[config.mk]
export PLATFORM = sky130hd
export DESIGN_NAME = baud_gen
export DESIGN_NICKNAME = d
export VERILOG_FILES = /design/src/rtl/baud_pkg.sv /design/src/rtl/baud_frac.sv /design/src/rtl/baud_count.sv /design/src/rtl/baud_tickdiv.sv /design/src/rtl/baud_gen.sv
export SDC_FILE = /design/constraint.sdc
export NUM_CORES = 1
export LEC_CHECK = 0
export BUFFER_PORTS_ARGS = -buffer_cell sky130_fd_sc_hd__buf_2
export CELL_PAD_IN_SITES_DETAIL_PLACEMENT = 1
export CELL_PAD_IN_SITES_GLOBAL_PLACEMENT = 1
export CORE_MARGIN = 10
export CORE_UTILIZATION = 48
export CTS_CLUSTER_DIAMETER = 30
export DETAILED_ROUTE_END_ITERATION = 8
export GPL_ROUTABILITY_DRIVEN = 0
export PLACE_DENSITY_LB_ADDON = 0.1
export SLEW_MARGIN = 20
export SYNTH_ARGS = -nofsm -noshare
export SYNTH_HDL_FRONTEND = slang
export SYNTH_SLANG_ARGS = --single-unit
[constraint.sdc]
create_clock -name clk -period 5.6 [get_ports clk]
set_clock_uncertainty 0.05 [all_clocks]
set_input_delay 0.28 -clock clk [delete_from_list [all_inputs] [get_ports clk]]
set_output_delay 0.28 -clock clk [all_outputs]
set_load 0.1 [all_outputs]
[src/rtl/baud_pkg.sv]
// Package: shared widths, the captured configuration type and period math.
// Assumes the divisor is at least as wide as the largest exponent magnitude.
package baud_pkg;
    localparam int DIV_W   = 12;
    localparam int SCALE_W = 4;
    localparam int MAG_W   = SCALE_W - 1;
    localparam int MAG_MAX = (1 << MAG_W) - 1;
    localparam int LEN_W   = DIV_W + MAG_MAX + 1;
    localparam int OS_NORM = 16;
    localparam int OS_DBL  = 8;
    localparam int OS_CW   = $clog2(OS_NORM);

    typedef struct packed {
        logic [DIV_W-1:0] div;
        logic             neg;
        logic [MAG_W-1:0] mag;
        logic             dbl;
        logic             sync;
    } cfg_t;

    // Turn the raw fields into sign and magnitude, clamping the most negative code.
    function automatic cfg_t decode_cfg(input logic [DIV_W-1:0] div,
                                        input logic [SCALE_W-1:0] scale,
                                        input logic dbl,
                                        input logic sync);
        cfg_t c;
        logic [SCALE_W-1:0] m;
        c.div  = div;
        c.dbl  = dbl;
        c.sync = sync;
        c.neg  = scale[SCALE_W-1];
        m      = -scale;
        if (!c.neg)
            c.mag = scale[MAG_W-1:0];
        else if (scale[MAG_W-1:0] == '0)
            c.mag = MAG_W'(MAG_MAX);
        else
            c.mag = m[MAG_W-1:0];
        return c;
    endfunction

    // Base period length in cycles, before any fractional stretch.
    function automatic logic [LEN_W-1:0] base_len(input cfg_t c);
        logic [LEN_W-1:0] d1;
        d1 = LEN_W'(c.div) + LEN_W'(1);
        if (c.sync)
            return d1;
        else if (c.neg)
            return LEN_W'(c.div >> c.mag) + LEN_W'(1);
        else
            return d1 << c.mag;
    endfunction
endpackage

[src/rtl/baud_frac.sv]
// Fractional accumulator: adds the low divisor bits once per period and
// reports a carry that stretches the next period by one cycle.
// Assumes cfg only changes in a cycle where clear is high.
module baud_frac
    import baud_pkg::*;
(
    input  logic clk,
    input  logic rst_n,
    input  logic clear,
    input  logic advance,
    input  cfg_t cfg,
    output logic carry
);
    logic [MAG_MAX-1:0] acc;
    logic [MAG_MAX-1:0] mask;
    logic [MAG_MAX-1:0] frac;
    logic [MAG_MAX:0]   sum;

    // Fraction bits selected by the exponent magnitude and their running sum.
    always_comb begin
        mask  = ~({MAG_MAX{1'b1}} << cfg.mag);
        frac  = cfg.div[MAG_MAX-1:0] & mask;
        sum   = {1'b0, acc} + {1'b0, frac};
        carry = cfg.neg && !cfg.sync && sum[cfg.mag];
    end

    // Accumulator register: cleared on a write, advanced at each period end.
    always_ff @(posedge clk) begin
        if (!rst_n || clear)
            acc <= '0;
        else if (advance)
            acc <= sum[MAG_MAX-1:0] & mask;
    end

    // the accumulator never holds bits above the active fraction width.
    a_r3_acc_range: assert property (@(posedge clk) disable iff (!rst_n)
        (acc & ~mask) == '0);
endmodule

[src/rtl/baud_count.sv]
// Period counter: loads the first length on a write, reloads at expiry.
// Assumes every length presented is at least one.
module baud_count
    import baud_pkg::*;
(
    input  logic             clk,
    input  logic             rst_n,
    input  logic             load,
    input  logic [LEN_W-1:0] load_len,
    input  logic [LEN_W-1:0] reload_len,
    output logic             expire
);
    logic [LEN_W-1:0] cnt;

    // Expiry at zero, suppressed by a write in the same cycle.
    always_comb expire = (cnt == '0) && !load;

    // Down counter holding the remaining cycles of the current period.
    always_ff @(posedge clk) begin
        if (!rst_n)
            cnt <= '0;
        else if (load)
            cnt <= load_len - LEN_W'(1);
        else if (cnt == '0)
            cnt <= reload_len - LEN_W'(1);
        else
            cnt <= cnt - LEN_W'(1);
    end

    // a write is never itself an expiry.
    a_r8_load_blocks_expire: assert property (@(posedge clk) disable iff (!rst_n)
        load |-> !expire);
endmodule

[src/rtl/baud_tickdiv.sv]
// Output stage: registers the oversampling pulse, divides it into bit
// pulses and toggles the master bit clock in synchronous mode.
// Assumes expire is a single-cycle strobe from the period counter.
module baud_tickdiv
    import baud_pkg::*;
(
    input  logic clk,
    input  logic rst_n,
    input  logic clear,
    input  logic expire,
    input  cfg_t cfg,
    output logic os_tick,
    output logic bit_tick,
    output logic xck_out
);
    logic [OS_CW-1:0] os_cnt;
    logic [OS_CW-1:0] os_last;

    // Last oversample index of a bit for the selected speed.
    always_comb os_last = cfg.dbl ? OS_CW'(OS_DBL - 1) : OS_CW'(OS_NORM - 1);

    // Pulse, bit divider and bit clock registers.
    always_ff @(posedge clk) begin
        if (!rst_n || clear) begin
            os_tick  <= 1'b0;
            bit_tick <= 1'b0;
            xck_out  <= 1'b0;
            os_cnt   <= '0;
        end else begin
            os_tick  <= expire;
            bit_tick <= 1'b0;
            if (expire) begin
                if (cfg.sync) begin
                    xck_out  <= ~xck_out;
                    bit_tick <= ~xck_out;
                end else begin
                    bit_tick <= (os_cnt == os_last);
                    os_cnt   <= (os_cnt == os_last) ? '0 : os_cnt + OS_CW'(1);
                end
            end
        end
    end

    // a bit pulse always coincides with an oversampling pulse.
    a_r5_bit_with_os: assert property (@(posedge clk) disable iff (!rst_n)
        bit_tick |-> os_tick);
    // no bit clock activity in the asynchronous modes.
    a_r7_xck_idle_async: assert property (@(posedge clk) disable iff (!rst_n)
        !cfg.sync |-> !xck_out);
    // the bit clock only moves with an oversampling pulse, apart from a write.
    a_r6_xck_moves_on_tick: assert property (@(posedge clk) disable iff (!rst_n)
        ((xck_out != $past(xck_out)) && !$past(clear)) |-> os_tick);
endmodule

[src/rtl/baud_gen.sv]
// Top: captures the configuration on a write strobe and wires the period
// counter, fractional accumulator and output stage together.
// Assumes cfg_we is a single-cycle strobe synchronous to clk.
module baud_gen
    import baud_pkg::*;
(
    input  logic               clk,
    input  logic               rst_n,
    input  logic               cfg_we,
    input  logic [DIV_W-1:0]   cfg_div,
    input  logic [SCALE_W-1:0] cfg_scale,
    input  logic               cfg_dbl,
    input  logic               cfg_sync,
    output logic               os_tick,
    output logic               bit_tick,
    output logic               xck_out
);
    cfg_t             cfg_new;
    cfg_t             cfg_q;
    logic             expire;
    logic             carry;
    logic [LEN_W-1:0] load_len;
    logic [LEN_W-1:0] reload_len;

    // Decoded incoming values and the period lengths for load and reload.
    always_comb begin
        cfg_new    = decode_cfg(cfg_div, cfg_scale, cfg_dbl, cfg_sync);
        load_len   = base_len(cfg_new);
        reload_len = base_len(cfg_q) + LEN_W'(carry);
    end

    // Configuration register, written by the strobe.
    always_ff @(posedge clk) begin
        if (!rst_n)
            cfg_q <= decode_cfg('0, '0, 1'b0, 1'b0);
        else if (cfg_we)
            cfg_q <= cfg_new;
    end

    baud_count u_count (
        .clk        (clk),
        .rst_n      (rst_n),
        .load       (cfg_we),
        .load_len   (load_len),
        .reload_len (reload_len),
        .expire     (expire)
    );

    baud_frac u_frac (
        .clk     (clk),
        .rst_n   (rst_n),
        .clear   (cfg_we),
        .advance (expire),
        .cfg     (cfg_q),
        .carry   (carry)
    );

    baud_tickdiv u_tick (
        .clk      (clk),
        .rst_n    (rst_n),
        .clear    (cfg_we),
        .expire   (expire),
        .cfg      (cfg_q),
        .os_tick  (os_tick),
        .bit_tick (bit_tick),
        .xck_out  (xck_out)
    );

    // the cycle after a write never carries a pulse.
    a_r8_write_no_tick: assert property (@(posedge clk) disable iff (!rst_n)
        cfg_we |=> !os_tick);
    // reset holds every output low.
    a_r1_reset_quiet: assert property (@(posedge clk)
        !rst_n |=> (!os_tick && !bit_tick && !xck_out));
endmodule

## After elaboration in Yosys (flattened, before gate mapping)

Index checks and enable logic that the tools add are counted.

| storage, ports and cells | value |
|---|---|
| memory bits (read-only) | 0 |
| register bits | 52 |
| memories kept | 0 |
| memory bits (writable) | 0 |
| bits of input ports | 21 |
| logic and storage cells | 60 |
| output and inout port bits | 3 |
| latch bits | 0 |

| operators by class | value |
|---|---|
| equality and inequality tests | 1 |
| bitwise gates (word level) | 6 |
| add/subtract/negate cells | 11 |
| muxes and demuxes | 13 |
| shift operators | 5 |
| reductions and logical operators | 12 |
| div/mod/pow operators | 0 |
| order comparisons | 1 |
| $mul | 0 |

Operators by type and width:

| operator | count |
|---|---|
| two-way mux 20 bit | 6 |
| subtractor 20 x 1 -> 20 bit, second input constant | 3 |
| adder 20 x 1 -> 20 bit, second input constant | 2 |
| left shift 13 x 3 -> 20 bit | 2 |
| right shift 12 x 3 -> 20 bit | 2 |
| adder 12 x 1 -> 13 bit, second input constant | 2 |
| adder 20 x 1 -> 20 bit | 1 |
| logical NOT 20 bit | 1 |
| AND 7 bit | 2 |
| adder 7 x 7 -> 8 bit | 1 |
| two-way mux 4 bit | 2 |
| inverter 7 bit | 1 |
| left shift 7 x 3 -> 7 bit, first input constant | 1 |
| two-way mux 3 bit | 2 |
| adder 4 x 1 -> 4 bit, second input constant | 1 |
| equality test 4 bit | 1 |
| less-than comparator 3 x 4 -> 1 bit, second input constant | 1 |
| AND reduction 2 bit | 2 |
| binary-select mux 1 bit (select 3 bit) | 1 |
| logical AND 1 bit | 3 |
| logical NOT 1 bit | 3 |
| logical NOT 3 bit | 1 |
| negator 3 bit | 1 |
| inverter 1 bit | 3 |
| 3 further kinds | 4 |

## Logic depth before layout (Yosys ltp)

Gate-level depths: netlist of run 1.

| depth | value |
|---|---|
| depth in word-level cells | 11 |
| mapped depth | 28 |
| mapped depth without buffers | 25 |

## Hierarchy

Synthesis of run 1 repeated with hierarchy kept, for this count alone.

| unflattened totals | value |
|---|---|
| cells, all modules | 990 |
| area, all modules | 7335.8 um2 |

By module, submodules not included:

| module | instances | cells an instance | sequential area each (um2) | area each (um2) |
|---|---|---|---|---|
| baud_gen | 1 | 649 | 360.3 | 4603.2 |
| baud_count | 1 | 209 | 400.4 | 1667.8 |
| baud_frac | 1 | 96 | 140.1 | 733.2 |
| baud_tickdiv | 1 | 36 | 140.1 | 331.6 |

## Worst setup path before layout of run 1

Ideal clock, no wire load.

| path | value |
|---|---|
| kind | register to register |
| from | register cfg_q[2] in the netlist's numbering |
| to | register u_count.cnt[14] |
| setup slack | 0.546 ns |
| clock period less this slack | 5.054 ns |
| required time | 5.416 ns |
| cell stages (with the launch flop) | 29 |
| arrival time | 4.871 ns |
| setup time | 0.134 ns |
| buffers on the path | 6 |
| cell sequence | dfxtp_1 -> buf_4 -> buf_4 -> buf_4 -> buf_2 -> clkbuf_1 -> clkbuf_1 -> a21oi_1 -> nor2b_1 -> ha_1 -> a21oi_1 -> o21bai_1 -> a21oi_1 -> nor2b_1 -> o21ai_0 -> nand2b_1 -> mux4_2 -> nand2_1 -> o21ai_0 -> nand2_1 -> ha_1 -> ha_1 -> nand2_1 -> nor3b_1 -> nand2b_1 -> nor4b_1 -> xnor2_1 -> a21oi_1 -> o22ai_1 |

| on the way | value |
|---|---|
| cells in the longest elaborated chain, start to end | 11 |
| elaborated cells between the ends (all ways) | 16 |
| those cells by class | add/sub (4); shift (3); mux (6); bitwise (2); reduce/logical (1) |

RTL lines:

| element | line | source |
|---|---|---|
| start: declaration | baud_gen.sv:19 | `cfg_t cfg_q;` |
| start signal: assignment | baud_gen.sv:35 | `cfg_q <= decode_cfg('0, '0, 1'b0, 1'b0);` |
| start signal: assignment | baud_gen.sv:37 | `cfg_q <= cfg_new;` |
| left shift 7 x 3 -> 7 bit | baud_frac.sv:21 | `mask = ~({MAG_MAX{1'b1}} << cfg.mag);` |
| inverter 7 bit | baud_frac.sv:21 |  |
| AND 7 bit | baud_frac.sv:22 | `frac = cfg.div[MAG_MAX-1:0] & mask;` |
| adder 7 x 7 -> 8 bit | baud_frac.sv:23 | `sum = {1'b0, acc} + {1'b0, frac};` |
| binary-select mux 1 bit (select 3 bit) | baud_frac.sv:24 | `carry = cfg.neg && !cfg.sync && sum[cfg.mag];` |
| two-way mux 1 bit (implied by the code) | baud_frac.sv:24 |  |
| logical AND 1 bit | baud_frac.sv:24 |  |
| adder 20 x 1 -> 20 bit (*) | baud_gen.sv:29 | `reload_len = base_len(cfg_q) + LEN_W'(carry);` |
| subtractor 20 x 1 -> 20 bit (*) | baud_count.sv:25 | `cnt <= reload_len - LEN_W'(1);` |
| two-way mux 20 bit (*) | baud_count.sv:24 | `else if (cnt == '0)` |
| two-way mux 20 bit (*) | baud_count.sv:22 | `else if (load)` |
| end signal: assignment | baud_count.sv:23 | `cnt <= load_len - LEN_W'(1);` |
| end signal: assignment | baud_count.sv:25 |  |
| end signal: assignment | baud_count.sv:27 | `cnt <= cnt - LEN_W'(1);` |
| end: declaration | baud_count.sv:13 | `logic [LEN_W-1:0] cnt;` |

Mark *: on every way between the ends. The rest lies on a longest branch, timed or not. The select of a mux whose other input is x is not followed.
A chain may end at the register's enable or synchronous reset.

## Worst setup path in the final report of run 1

| path | value |
|---|---|
| from | register cfg_q[3] in the netlist's numbering |
| to | register u_count.cnt[14] |

The elaborated chain is that of the path after synthesis.

==> run summary, run 1 <==
Mux share of post-synthesis cell area - 0.0865
CP Buf/Inv Count - 2
Router iterations before antenna repair - 6
Final instance area - 7970 sq um
Pre-CTS setup slack - 527 ps
Hold depth - 3
Post-DP HPWL - 23.0 mm
Clk root buf - clkbuf_16
Register area share after synthesis - 0.137
Core area - 15700 sq um
Reg area - 1040 sq um
Power density over cell area - 199 nW/um^2
GRT Overall Usage - 0.267
CTS sink count - 52
CP peak stage delay - 480 ps
DR vias/cell - 6.83
Stages on worst setup path - 25
Layout cells sized above 1 - 0.0899
Final max-slew violation count - 0
Vias in the first global route - 8150
Cell Area, Placed - 7800 sq um
CP Launch Type - flop
IO Count - 24
Leak - 2.83 nW
Area of the multi-input gates - 6100 sq um
Post-synthesis adder-cell area fraction - 0.0322
Final WS setup - 634 ps
Crit Path Class - reg -> reg
Final Hold Fails - 0
FP Rows - 46
Post-Syn Nets - 1124
Hold crit path type - in -> reg
Flops & latches, synth - 52
Filler cells - 2085
Synth warn - 0
Worst-Margin Slew - 896 ps
Fin Setup TNS - 0 ps
Synth Area in Simple Gates - 0.308
CP max-delay cell - mux4_2
Die width - 146 um
Clock transition at path regs - 70 ps
Hold buffer count at cts - 0
Count of different cell masters after synthesis - 82
Critical path peak fanout - 10
RSZ-0062 raised after global routing - no
Post-layout min period - 4970 ps
Post-Syn Instances - 1084
Final setup vio count - 0
Worst Path Required - 5730 ps
Post-CTS resize count - 0
1st-iter DRT viols - 940
CTS tree - yes
Postcts setup bufs - 0
Global-route wire length before repair - 46.8 mm
Worst relative slew slack - 0.399
Critical path's top delay family - simple AND/OR/NAND/NOR gates
Htree depth - 2
Area growth syn-to-layout - 4.58%
Ant. Diodes - 0
Port bufs - 23
Status - finished clean
Bufs on Longest Clock Path - 2
Post-synth EDFFs - 0
XOR/XNOR share of the synthesized area - 0.0862
Mapped Avg Cell Area - 7.03 sq um
Compound-gate portion of the synthesized area - 0.287
Largest net degree at the start of global routing - 52
Synth Flop Type - dfxtp_1
Num CTS Buffers - 5
Data arrival, critical path - 5090 ps
Peak VDD IR - 0.235 mV
Post-route clock period utilization - 0.887
Die Height - 146 um
Final antenna-violating net count - 0
Initial antenna violation count - 0
DR WL/cell - 23.6 um
Skew-Pair Late Insertion Delay - 300 ps
Final wirelength - 29.8 mm
Initial Util - 0.485
Largest family of logic cells by synthesized area - simple AND/OR/NAND/NOR gates
Placed Cells - 1254
DRC viols - 0
Routed vias - 8623
Fin cells - 1262
Synth async-reset ratio - 0
Fin nets - 1085
Total die area - 21300 sq um
Max Cap Violations - 0
Overflow after GRT - 0
Hold_ws - 172 ps
Post-Syn Area - 7620 sq um
Critical path capture point type - flop
Reg2reg path depth - 25
F_max - 201 MHz
cells in the final DEF (no fill, tap or decap), types with 27 or more instances in the layout:
cell / instances
nor2_1: 92
dfxtp_1: 50
o21ai_0: 68
xor2_1: 27
nor3_1: 28
nand2_1: 95
xnor2_1: 48
nand3_1: 41
mux2i_1: 40
nor2b_1: 27
nand4_1: 27
a21oi_1: 59
worst paths after layout:
kind | slack, ps | end | start
worst max-delay path | 630 | u_count.cnt[14] | cfg_q[3]
worst min-delay path | 170 | cfg_q[1] | cfg_dbl
worst max register to register | 630 | u_count.cnt[14] | cfg_q[3]
worst min register to register | 420 | u_frac.acc[5] | u_frac.acc[5]
cell families after synthesis:
kind of cell | Yosys count
adders and majority gates | 19
muxes | 53
buffers and inverters | 120
and+or+nand+nor | 447
xor gates and xnor gates | 75
DFF | 52
AOI/OAI and AO/OA | 318
per-layer routing:
metal	global-route usage	routed length, um	vias to the layer above
met5	0	0	-
met4	0.0551	510	0
met3	0.0355	2370	36
met2	0.409	13200	397
met1	0.388	13700	4207
li1	-	-	3983
cell type report:
| type | count | share of cell area |
|---|---|---|
| multi-input combinational | 912 | 0.765 |
| tap | 216 | 0.0339 |
| inverter | 28 | 0.0132 |
| timing repair buffer | 46 | 0.0361 |
| clock buffer | 6 | 0.0162 |
| clock inverter | 2 | 0.00487 |
| sequential | 52 | 0.131 |
registers in the layout (all words and copies together), names as in the netlist:
register         count
u_count.cnt         20
cfg_q               18
u_frac.acc           7
u_tick.os_cnt        4
u_tick.bit_tick      1
u_tick.os_tick       1
u_tick.xck_out       1
synthesized netlist by cell type (7+ instances only):
| library cell | number | area, sq um |
|---|---|---|
| a211oi_1 | 25 | 188 |
| a21o_1 | 11 | 82.6 |
| a21oi_1 | 59 | 295 |
| a31oi_1 | 18 | 113 |
| a32oi_1 | 8 | 70.1 |
| and2_1 | 19 | 119 |
| and3_1 | 9 | 56.3 |
| and4_1 | 7 | 61.3 |
| buf_1 | 8 | 30.0 |
| buf_2 | 11 | 55.1 |
| buf_4 | 7 | 52.6 |
| clkbuf_1 | 66 | 248 |
| dfxtp_1 | 52 | 1040 |
| ha_1 | 18 | 225 |
| inv_1 | 25 | 93.8 |
| mux2i_1 | 40 | 400 |
| mux4_2 | 10 | 225 |
| nand2_1 | 95 | 357 |
| nand2b_1 | 19 | 119 |
| nand3_1 | 41 | 205 |
| nand3b_1 | 7 | 52.6 |
| nand4_1 | 27 | 169 |
| nor2_1 | 92 | 345 |
| nor2b_1 | 27 | 169 |
| nor3_1 | 28 | 140 |
| nor4_1 | 22 | 138 |
| o211ai_1 | 17 | 128 |
| o21ai_0 | 68 | 340 |
| o221ai_1 | 10 | 87.6 |
| o22ai_1 | 16 | 100 |
| o31ai_1 | 8 | 60.1 |
| or2_2 | 7 | 43.8 |
| or3_1 | 19 | 119 |
| xnor2_1 | 48 | 420 |
| xor2_1 | 27 | 236 |
worst register-to-register path, cell delays in order, from the launching register on:
cell      delay [ps]
dfxtp_2          370
or2_2            300
nor2_1           180
nor2b_1           80
ha_1             190
inv_1             70
fa_1             190
inv_1             50
a21oi_1          170
o21bai_1         120
a21o_1           190
a21oi_1          180
xnor2_1          110
mux4_2           480
nand2_1           80
o21ai_0          110
nand2_1          100
ha_1             170
ha_1             160
nand2_1           90
nor3b_1          440
nand2b_1         180
nor4b_1          380
xnor2_1          110
a21oi_1          170
o22ai_1           90
metrics by stage:
step	total power [W]	util
2_1_floorplan	0.000998	-
3_3_place_gp	0.00120	0.497
3_5_place_dp	0.00121	0.497
4_1_cts	0.00157	0.507
5_1_grt	0.00167	0.507
6_report	0.00158	0.507
report_power, final:
group | switching [W] | leakage (nW) | total [W] | internal [W]
registers | 0.0000455 | 0.427 | 0.000444 | 0.000399
logic | 0.000501 | 2.32 | 0.000780 | 0.000279
clock network | 0.000146 | 0.0815 | 0.000359 | 0.000213
Power figures use the tool's default switching activity.
==> run 2, diff against run 1 <==
- SYNTH_HIERARCHICAL: not set -> 1
==> run summary, run 2 <==
Final max-slew violation count - 0
Largest register FFs - 20
Synth warn - 6
Register area share after synthesis - 0.142
Die Height - 144 um
Worst Path Required - 5780 ps
CP Cell Sequence - and3_1, nand2_1, nor3_1, o311ai_0, o31ai_1, o221ai_1, a22o_1, nor4_1, xnor2_1, nor4_1, nor3_1, a211oi_2, nand4_4, or4_1, a21oi_1
Post-Syn Area - 7340 sq um
Max Cap Violations - 0
Met2 routed WL - 13.4 mm
Flops & latches, synth - 52
Critical path peak fanout - 15
Critical path capture point type - flop
Mapped Avg Cell Area - 7.41 sq um
Final instance area - 7730 sq um
Synth async-reset ratio - 0
Final Hold Fails - 0
Sw Share - 0.427
Clock transition at path regs - 80 ps
Area of the multi-input gates - 5910 sq um
Post-Syn Nets - 1028
Post-synth EDFFs - 0
Leading post-synthesis cells by cell area - dfxtp_1 14%, mux2i_1 7.8%, nand2_1 4.5%, xnor2_1 4.3%, nor2_1 4.0%
Total die area - 20600 sq um
CTS sink count - 52
Post-synthesis adder-cell area fraction - 0.0300
Count of different cell masters after synthesis - 90
Synth area leader - dfxtp_1
Leak - 2.84 nW
Final wirelength - 27.5 mm
CTS tree - yes
Htree depth - 2
Switch Pwr - 0.000650 W
F_max - 194 MHz
Commonest non-fill, non-tap cell in the layout - nand2_1
Largest registers - u_count/cnt (20), cfg_q (18), u_frac/acc (7)
Sequential fraction of design power - 0.290
Post-route clock period utilization - 0.923
Final antenna-violating net count - 0
Skew-Pair Late Insertion Delay - 310 ps
Power density over cell area - 197 nW/um^2
Met3 WL - 1.49 mm
Core area - 15100 sq um
Synth Area in Simple Gates - 0.317
Ant. Diodes - 0
Fin Setup TNS - 0 ps
Reg area - 1050 sq um
Synth Flop Type - dfxtp_1
IO Count - 24
Hold crit path type - in -> reg
Routed vias - 7994
Global-route wire length before repair - 44.3 mm
RSZ-0062 raised after global routing - no
Die width - 144 um
Filler cells - 1932
Worst-Margin Slew - 922 ps
Fin nets - 1010
Largest family of logic cells by synthesized area - simple AND/OR/NAND/NOR gates
Port bufs - 23
Cell Area, Placed - 7520 sq um
Overflow after GRT - 0
DR vias/cell - 6.89
Placed Cells - 1152
Crit Path Class - reg -> reg
CP max-delay cell - dfxtp_1
Post-layout min period - 5170 ps
Count leader, synth - nand2_1
Comb power frac - 0.460
Biggest register - u_count/cnt
CP peak stage delay - 750 ps
FP Rows - 45
Fin cells - 1161
Worst relative slew slack - 0.378
XOR/XNOR share of the synthesized area - 0.0704
Clk root buf - clkbuf_16
Router iterations before antenna repair - 6
Most instantiated cells after synthesis - 88 x nand2_1, 78 x nor2_1, 57 x mux2i_1
Largest net degree at the start of global routing - 51
Bufs on Longest Clock Path - 2
Final setup vio count - 0
Hold buffer count at cts - 0
Top cell type's share of synthesized area - 0.142
GRT Overall Usage - 0.265
DRC viols - 0
DR WL/cell - 23.7 um
Met1 WL - 11.7 mm
Data arrival, critical path - 5350 ps
Num CTS Buffers - 5
Layout cells sized above 1 - 0.126
Mux share of post-synthesis cell area - 0.128
Uppermost routed layer - met4
Post-Syn Instances - 990
CP Launch Type - flop
1st-iter DRT viols - 812
Overall Power - 0.00152 W
Initial Util - 0.486
Status - finished clean
Clock network power share - 0.250
Initial antenna violation count - 0
Post-DP HPWL - 20.6 mm
Int Pwr - 0.000871 W
Area growth syn-to-layout - 5.39%
Vias in the first global route - 8107
Commonest non-fill, non-tap cells in the layout - 88 x nand2_1, 78 x nor2_1, 57 x mux2i_1
Peak VDD IR - 0.124 mV
Compound-gate portion of the synthesized area - 0.257
## run 2: path summary, 6_finish.rpt
path	startpoint	to	depth (start not counted)	slack [ps]
setup / recovery	cfg_q[10]	u_count/cnt[19]	15	430
setup reg to reg	cfg_q[10]	u_count/cnt[19]	15	430
hold reg to reg	u_frac/acc[5]	u_frac/acc[5]	2	430
hold / removal	cfg_dbl	cfg_q[1]	3	200
## run 2: logic make-up after synthesis
logic type      count (synthesis)
flops                          52
buf+inv                        92
mux                            80
fa+ha+maj                      17
simple gates                  418
compound gates                272
xor+xnor                       59
## run 2: final cells by class
class                           count  share of cell area
Sequential cell                    52               0.135
Clock inverter                      2             0.00502
Timing Repair Buffer               44              0.0363
Inverter                           23              0.0112
Tap cell                          188              0.0304
Clock buffer                        6              0.0180
Multi-Input combinational cell    846               0.764
## run 2: power by group through the flow
| stage | sequential (W) | clock (W) | combinational, W |
|---|---|---|---|
| after floorplan | 0.000426 | 0 | 0.000508 |
| after global placement | 0.000446 | 0 | 0.000650 |
| after detailed placement | 0.000448 | 0 | 0.000668 |
| after CTS | 0.000439 | 0.000390 | 0.000676 |
| after global routing | 0.000444 | 0.000407 | 0.000757 |
| final | 0.000441 | 0.000381 | 0.000700 |
## run 2: critical path: cells and delay by family (launching register included)
| kind | cells | cell delay (ps) |
|---|---|---|
| XOR/XNOR | 1 | 230 |
| AO/OA/AOI/OAI | 6 | 1710 |
| flip-flops | 1 | 750 |
| AND/OR/NAND/NOR | 8 | 2360 |
## run 2: timing repair
| item | CTS | global route |
|---|---|---|
| resized for setup | 0 | 4 |
| endpoints found under the setup margin | 0 | 3 |
| setup buffers | 0 | 0 |
## run 2: per-layer routing
| metal | vias to the layer above | global-route usage |
|---|---|---|
| met1 | 3916 | 0.333 |
| met4 | 0 | 0.103 |
| met3 | 74 | 0.0281 |
| met5 | - | 0 |
| met2 | 333 | 0.453 |
| li1 | 3671 | - |
## run 2: per-stage QoR
| step | hold WS (ps) | setup slack [ps] | util |
|---|---|---|---|
| 4_1_cts | 208 | 263 | 0.510 |
| 3_3_place_gp | 415 | 476 | 0.499 |
| 2_1_floorplan | 358 | 792 | - |
| 5_1_grt | 224 | 38.1 | 0.512 |
| 6_report | 200 | 433 | 0.512 |
| 3_5_place_dp | 424 | 358 | 0.499 |
